### config.mk
export PLATFORM = sky130hd
export DESIGN_NAME = boot_redirect_aperture
export DESIGN_NICKNAME = d
export VERILOG_FILES = /design/src/rtl/aperture_pkg.sv /design/src/rtl/aperture_regs.sv /design/src/rtl/aperture_match.sv /design/src/rtl/boot_redirect_aperture.sv
export SDC_FILE = /design/constraint.sdc
export NUM_CORES = 1
export LEC_CHECK = 0
export ABC_AREA = 0
export BUFFER_PORTS_ARGS = -buffer_cell sky130_fd_sc_hd__buf_2
export CAP_MARGIN = 25
export CORE_MARGIN = 4
export CORE_UTILIZATION = 40
export DETAILED_ROUTE_END_ITERATION = 12
export GPL_TIMING_DRIVEN = 0
export PLACE_DENSITY = 0.65
export SLEW_MARGIN = 10
export SYNTH_ARGS = -nofsm -noshare
export SYNTH_HDL_FRONTEND = slang
export SYNTH_SLANG_ARGS = --single-unit
### constraint.sdc
create_clock -name clk -period 3.8 [get_ports clk]
set_clock_uncertainty 0.1 [all_clocks]
set_input_delay 0.76 -clock clk [delete_from_list [all_inputs] [get_ports clk]]
set_output_delay 0.76 -clock clk [all_outputs]
set_load 0.03 [all_outputs]
### src/rtl/aperture_pkg.sv
// Package: shared register indices and field placement for the boot aperture.
// Assumes the high-word halves are 16 bits wide each.
package aperture_pkg;
    typedef enum logic [1:0] {
        IDX_BASE_LO = 2'd0,
        IDX_TOP_LO  = 2'd1,
        IDX_HIGH    = 2'd2,
        IDX_LOCK    = 2'd3
    } reg_idx_e;

    localparam int TOP_HI_LSB = 16;
    localparam logic [31:0] BASE_LO_RESET = 32'hFFFF_FFFF;
endpackage

### src/rtl/aperture_regs.sv
// Module: aperture register file with a one-way lock.
// Holds both window bounds and the lock bit. The bounds are read-only
// once the lock is set. Every write is acknowledged one cycle later.
// Assumes 33 <= ADDR_W <= 48, so each high half fits in 16 bits.
module aperture_regs
    import aperture_pkg::*;
#(
    parameter int ADDR_W = 40
) (
    input  logic              clk,
    input  logic              rst_n,
    input  logic              wr,
    input  logic [1:0]        idx,
    input  logic [31:0]       wdata,
    output logic [31:0]       rdata,
    output logic              wack,
    output logic              locked,
    output logic [ADDR_W-1:0] base_addr,
    output logic [ADDR_W-1:0] top_addr
);
    localparam int HI_W = ADDR_W - 32;

    logic [31:0]     base_lo_q, top_lo_q;
    logic [HI_W-1:0] base_hi_q, top_hi_q;
    logic            lock_q, wack_q;
    logic            cfg_we;

    // Configuration writes are allowed only while the lock is clear.
    assign cfg_we = wr && !lock_q;

    // Update the bound registers.
    always_ff @(posedge clk) begin
        if (!rst_n) begin
            base_lo_q <= BASE_LO_RESET;
            top_lo_q  <= '0;
            base_hi_q <= '0;
            top_hi_q  <= '0;
        end else if (cfg_we) begin
            case (reg_idx_e'(idx))
                IDX_BASE_LO: base_lo_q <= wdata;
                IDX_TOP_LO:  top_lo_q  <= wdata;
                IDX_HIGH: begin
                    base_hi_q <= wdata[HI_W-1:0];
                    top_hi_q  <= wdata[TOP_HI_LSB +: HI_W];
                end
                default: ;
            endcase
        end
    end

    // The lock bit can only be set; reset is the only way to clear it.
    always_ff @(posedge clk) begin
        if (!rst_n)
            lock_q <= 1'b0;
        else if (wr && reg_idx_e'(idx) == IDX_LOCK && wdata[0])
            lock_q <= 1'b1;
    end

    // Acknowledge every write, accepted or not.
    always_ff @(posedge clk) begin
        if (!rst_n) wack_q <= 1'b0;
        else        wack_q <= wr;
    end

    // Read-back mux; unused bits read as zero.
    always_comb begin
        rdata = '0;
        case (reg_idx_e'(idx))
            IDX_BASE_LO: rdata = base_lo_q;
            IDX_TOP_LO:  rdata = top_lo_q;
            IDX_HIGH: begin
                rdata[HI_W-1:0]              = base_hi_q;
                rdata[TOP_HI_LSB +: HI_W]    = top_hi_q;
            end
            default:     rdata[0] = lock_q;
        endcase
    end

    assign wack      = wack_q;
    assign locked    = lock_q;
    assign base_addr = {base_hi_q, base_lo_q};
    assign top_addr  = {top_hi_q, top_lo_q};

    AST_LOCK_STICKY: assert property (@(posedge clk) disable iff (!rst_n)
        locked |=> locked);
    AST_LOCKED_FROZEN: assert property (@(posedge clk) disable iff (!rst_n)
        locked |=> ($stable(base_addr) && $stable(top_addr)));
    AST_WRITE_ACKED: assert property (@(posedge clk) disable iff (!rst_n)
        wr |=> wack);
endmodule

### src/rtl/aperture_match.sv
// Module: inclusive range compare, lo <= addr <= hi.
// Gives no hit when lo > hi, so an inverted window is empty.
// Purely combinational.
module aperture_match #(
    parameter int W = 40
) (
    input  logic [W-1:0] addr,
    input  logic [W-1:0] lo,
    input  logic [W-1:0] hi,
    output logic         hit
);
    // Both bounds are inclusive.
    assign hit = (addr >= lo) && (addr <= hi);
endmodule

### src/rtl/boot_redirect_aperture.sv
// Module: top of the boot redirection aperture.
// Decides per request whether to use the on-chip path or DRAM, using
// the current window registers, and registers the decision.
// Assumes one request per cycle with no back-pressure.
module boot_redirect_aperture #(
    parameter int ADDR_W = 40
) (
    input  logic              clk,
    input  logic              rst_n,
    input  logic              reg_wr,
    input  logic [1:0]        reg_idx,
    input  logic [31:0]       reg_wdata,
    output logic [31:0]       reg_rdata,
    output logic              reg_wack,
    input  logic              req_valid,
    input  logic [ADDR_W-1:0] req_addr,
    output logic              route_vld,
    output logic              route_onchip
);
    logic [ADDR_W-1:0] base_addr, top_addr;
    logic              locked;
    logic              in_window;
    logic              vld_q, sel_q;

    aperture_regs #(.ADDR_W(ADDR_W)) u_regs (
        .clk       (clk),
        .rst_n     (rst_n),
        .wr        (reg_wr),
        .idx       (reg_idx),
        .wdata     (reg_wdata),
        .rdata     (reg_rdata),
        .wack      (reg_wack),
        .locked    (locked),
        .base_addr (base_addr),
        .top_addr  (top_addr)
    );

    aperture_match #(.W(ADDR_W)) u_match (
        .addr (req_addr),
        .lo   (base_addr),
        .hi   (top_addr),
        .hit  (in_window)
    );

    // Register the route decision together with its valid.
    always_ff @(posedge clk) begin
        if (!rst_n) begin
            vld_q <= 1'b0;
            sel_q <= 1'b0;
        end else begin
            vld_q <= req_valid;
            sel_q <= req_valid && in_window;
        end
    end

    assign route_vld    = vld_q;
    assign route_onchip = sel_q;

    AST_EMPTY_NEVER_ROUTES: assert property (@(posedge clk) disable iff (!rst_n)
        (req_valid && (base_addr > top_addr)) |=> !route_onchip);
    AST_SEL_NEEDS_VALID: assert property (@(posedge clk) disable iff (!rst_n)
        route_onchip |-> route_vld);
    AST_VALID_FOLLOWS: assert property (@(posedge clk) disable iff (!rst_n)
        req_valid |=> route_vld);
endmodule

==> key figures <==
GRT
  • Largest net degree at the start of global routing: 15
  • Grt total ovfl: 0
  • Initial antenna violation count: 1
  • Vias in the first global route: 4,961
  • First-pass GRT wire length: 25,770 um
  • GRT Overall Usage: 0.2052

Pwr
  • Worst VDD drop: 0.2364 mV
  • Clock network power share: 0.414
  • Sequential power share: 0.392
  • Int Pwr: 1.709 mW
  • Total power: 2.394 mW
  • Sw frac: 0.2862
  • Net Sw Power: 0.6852 mW
  • Lkg Pwr: 3.064 nW
  • PD cells: 361.1 nW/um2
  • Combinational share of power: 0.194

Yosys
  • Leading area contributor after synthesis: dfxtp_1
  • FFs w/ async S/R, synth: 0
  • Ys Warns: 0
  • Synth Flop Type: dfxtp_1
  • Library cells used by synthesis: 42
  • Post-Synthesis Cells: 699
  • Mapped Area: 5523 um2
  • Synth Register Bits: 84
  • Register area share after synthesis: 0.3045
  • Synth area leaders: dfxtp_1 30%, ha_1 18%, nand2_1 11%, a21boi_1 6.5%, mux2i_1 6.0%
  • Area share of the largest cell type after synthesis: 0.3045
  • EDFF count, synth: 0
  • Mean cell area of the mapped netlist: 7.901 um2
  • Post-synth net total: 857

Placement
  • Dpl ws: 0.7245 ns
  • HPWL after DPL: 12,870 um
  • GPL Wtd Cong: 0.9069
  • IO Port Bufs: 110

Cells and area
  • Antenna diodes: 0
  • Fillcell total: 1,362
  • Area Overhead vs Synth: 20.03%
  • Layout Nets: 978
  • Layout cells sized above 1: 0.1721

Route
  • Initial DRC Count: 386
  • Detailed Route WL: 16,350 um
  • Vias/cell: 5.156
  • Antenna-violating nets left: 0
  • First-pass detailed-route iteration total: 4
  • DR WL/cell: 16.34 um
  • Vias: 5,161
  • # DRC: 0

Clock tree
  • Sink Count: 84
  • CTS tree: done
  • Clock-pin slew on the worst setup and hold paths: 0.06 ns
  • H-tree level count: 3
  • Post-CTS Hold Fix Bufs: 0
  • Clk buf depth: 2
  • Clk root buf: clkbuf_16
  • CTS buffer count: 9
  • Clk_lat worst skew: 0.34 ns
  • Setup Buffers After CTS: 0
  • PostCTS Resize Cnt: 0

Worst setup path
  • Most frequent cell on the critical path: buf_2
  • CP Max Fanout: 10
  • Slowest-stage cell, CP: clkbuf_1
  • Top delay family on crit path: buffers and inverters
  • CP max stage delay: 0.41 ns
  • Critical Path AT: 2.20 ns
  • Crit path cell chain: buf_2 > nor2b_1 > buf_2 > clkbuf_1 > nand2_1 > o21ai_0 > buf_2
  • CP Class: primary input to output pin
  • Critical path launch point type: primary input
  • Worst Path Buf+Inv: 4
  • Worst Path Required: 2.94 ns
  • Crit end category: output pin

Flow run
  • MaxCap Viol Count: 0

Floorplan
  • Row count: 42
  • Initial Util: 0.4121
  • Ports: 113
  • Die Y: 125.5 um
  • Die Wd: 125.5 um
  • Die footprint: 15,750 um2
  • Core box area: 13,400 um2

STA
  • Final Max Tran Viols: 0
  • RSZ-0062 raised after global routing: false
  • Slew margin rel.: 0.3526
  • Setup WS post-layout: 0.7411 ns
  • Fin crit share: 0.8050
  • Worst-margin pin slew: 0.9467 ns
  • Tmin final: 3.059 ns
  • Post-Route Setup TNS: 0 ns
  • Final Hold Vio Count: 0
  • Setup Viol. Count Final: 0
  • Final hold slack: 0.3698 ns
  • Fmax: 0.3269 GHz

Min path
  • Tightest Hold Check Type: register to register

Outcome
  • Status: complete, no violations
[Yosys cell counts, types with 3 or more instances]
cell	count
a21boi_1	48
a21o_1	5
a21oi_1	34
and2_1	3
buf_2	11
clkbuf_1	21
dfxtp_1	84
ha_1	80
inv_1	80
mux2i_1	33
nand2_1	161
nand3_1	7
nand4_1	16
nor2_1	24
nor2b_1	4
nor4_1	4
o211ai_1	33
o21ai_0	23
o21ai_1	3
[state kept, by name (all words and copies together) (netlist names)]
register          cells
route_onchip          1
u_regs.top_hi_q       8
u_regs.base_lo_q     32
u_regs.locked         1
u_regs.top_lo_q      32
route_vld             1
u_regs.wack           1
u_regs.base_hi_q      8
[through the flow]
step	cells	util	cell area, um2
final	1001	0.4947	6629
after global routing	1001	0.4947	6629
after CTS	1001	0.4947	6629
after detailed placement	985	0.4697	6294
after global placement	985	0.4697	6294
after floorplan	699	-	5523
[layout make-up]
cell class	count	area, um2	share of cell area
multi-input combinational	501	3400	0.5128
sequential	84	1682	0.2537
timing repair buffer	110	550.5	0.08305
inverter	80	300.3	0.04530
clock buffer	11	252.7	0.03813
tap	176	220.2	0.03322
buffer	34	141.4	0.02133
clock inverter	5	82.58	0.01246
[worst reg2reg max path, delay by kind of cell (launching register included)]
kind / cells / cell delay (ns)
flops: 1 / 0.37
simple gates: 3 / 1.18
buf+inv: 1 / 0.06
compound gates: 2 / 0.44
fa+ha+maj: 1 / 0.29
[power by group through the flow]
stage	registers (mW)	clock network, mW	logic, mW
after detailed placement	0.959	0	0.462
after floorplan	0.956	0	0.296
after CTS	0.939	1.00	0.466
after global routing	0.943	1.04	0.518
final	0.939	0.990	0.464
after global placement	0.958	0	0.459
[layout by cell type, fill, tap and decap left out, types with 9 or more instances in the layout]
master,count
inv_1,80
a21oi_1,34
ha_1,80
a21boi_1,48
dfxtp_1,84
o211ai_1,33
clkbuf_16,9
mux2i_1,33
clkbuf_1,21
nor2_1,24
nand4_1,16
buf_2,121
nand2_1,161
o21ai_0,23
[layer usage]
layer / up-vias / track usage / part of all wire
li1: 2629 / - / -
met1: 2375 / 0.2738 / 0.46
met2: 139 / 0.3266 / 0.45
met3: 16 / 0.05928 / 0.076
met4: 2 / 0.05230 / 0.013
met5: - / 0 / 0.00073
[kinds of logic after synthesis]
kind of cell    after synthesis  synth area share
simple gates                229            0.1797
compound gates              158            0.1908
mux                          34           0.06389
fa+ha+maj                    80            0.1812
flops                        84            0.3045
buf+inv                     114           0.07997
[path summary, 6_finish.rpt]
kind	slack [ns]	cells after the start	to	startpoint
min	0.37	2	u_regs.base_hi_q[6]	u_regs.base_hi_q[6]
min reg2reg	0.37	2	u_regs.base_hi_q[6]	u_regs.base_hi_q[6]
max reg2reg	1.23	7	route_onchip	u_regs.top_lo_q[23]
max	0.74	7	reg_rdata[4]	reg_idx[1]
Note: power is estimated with default switching activity, not from simulation.
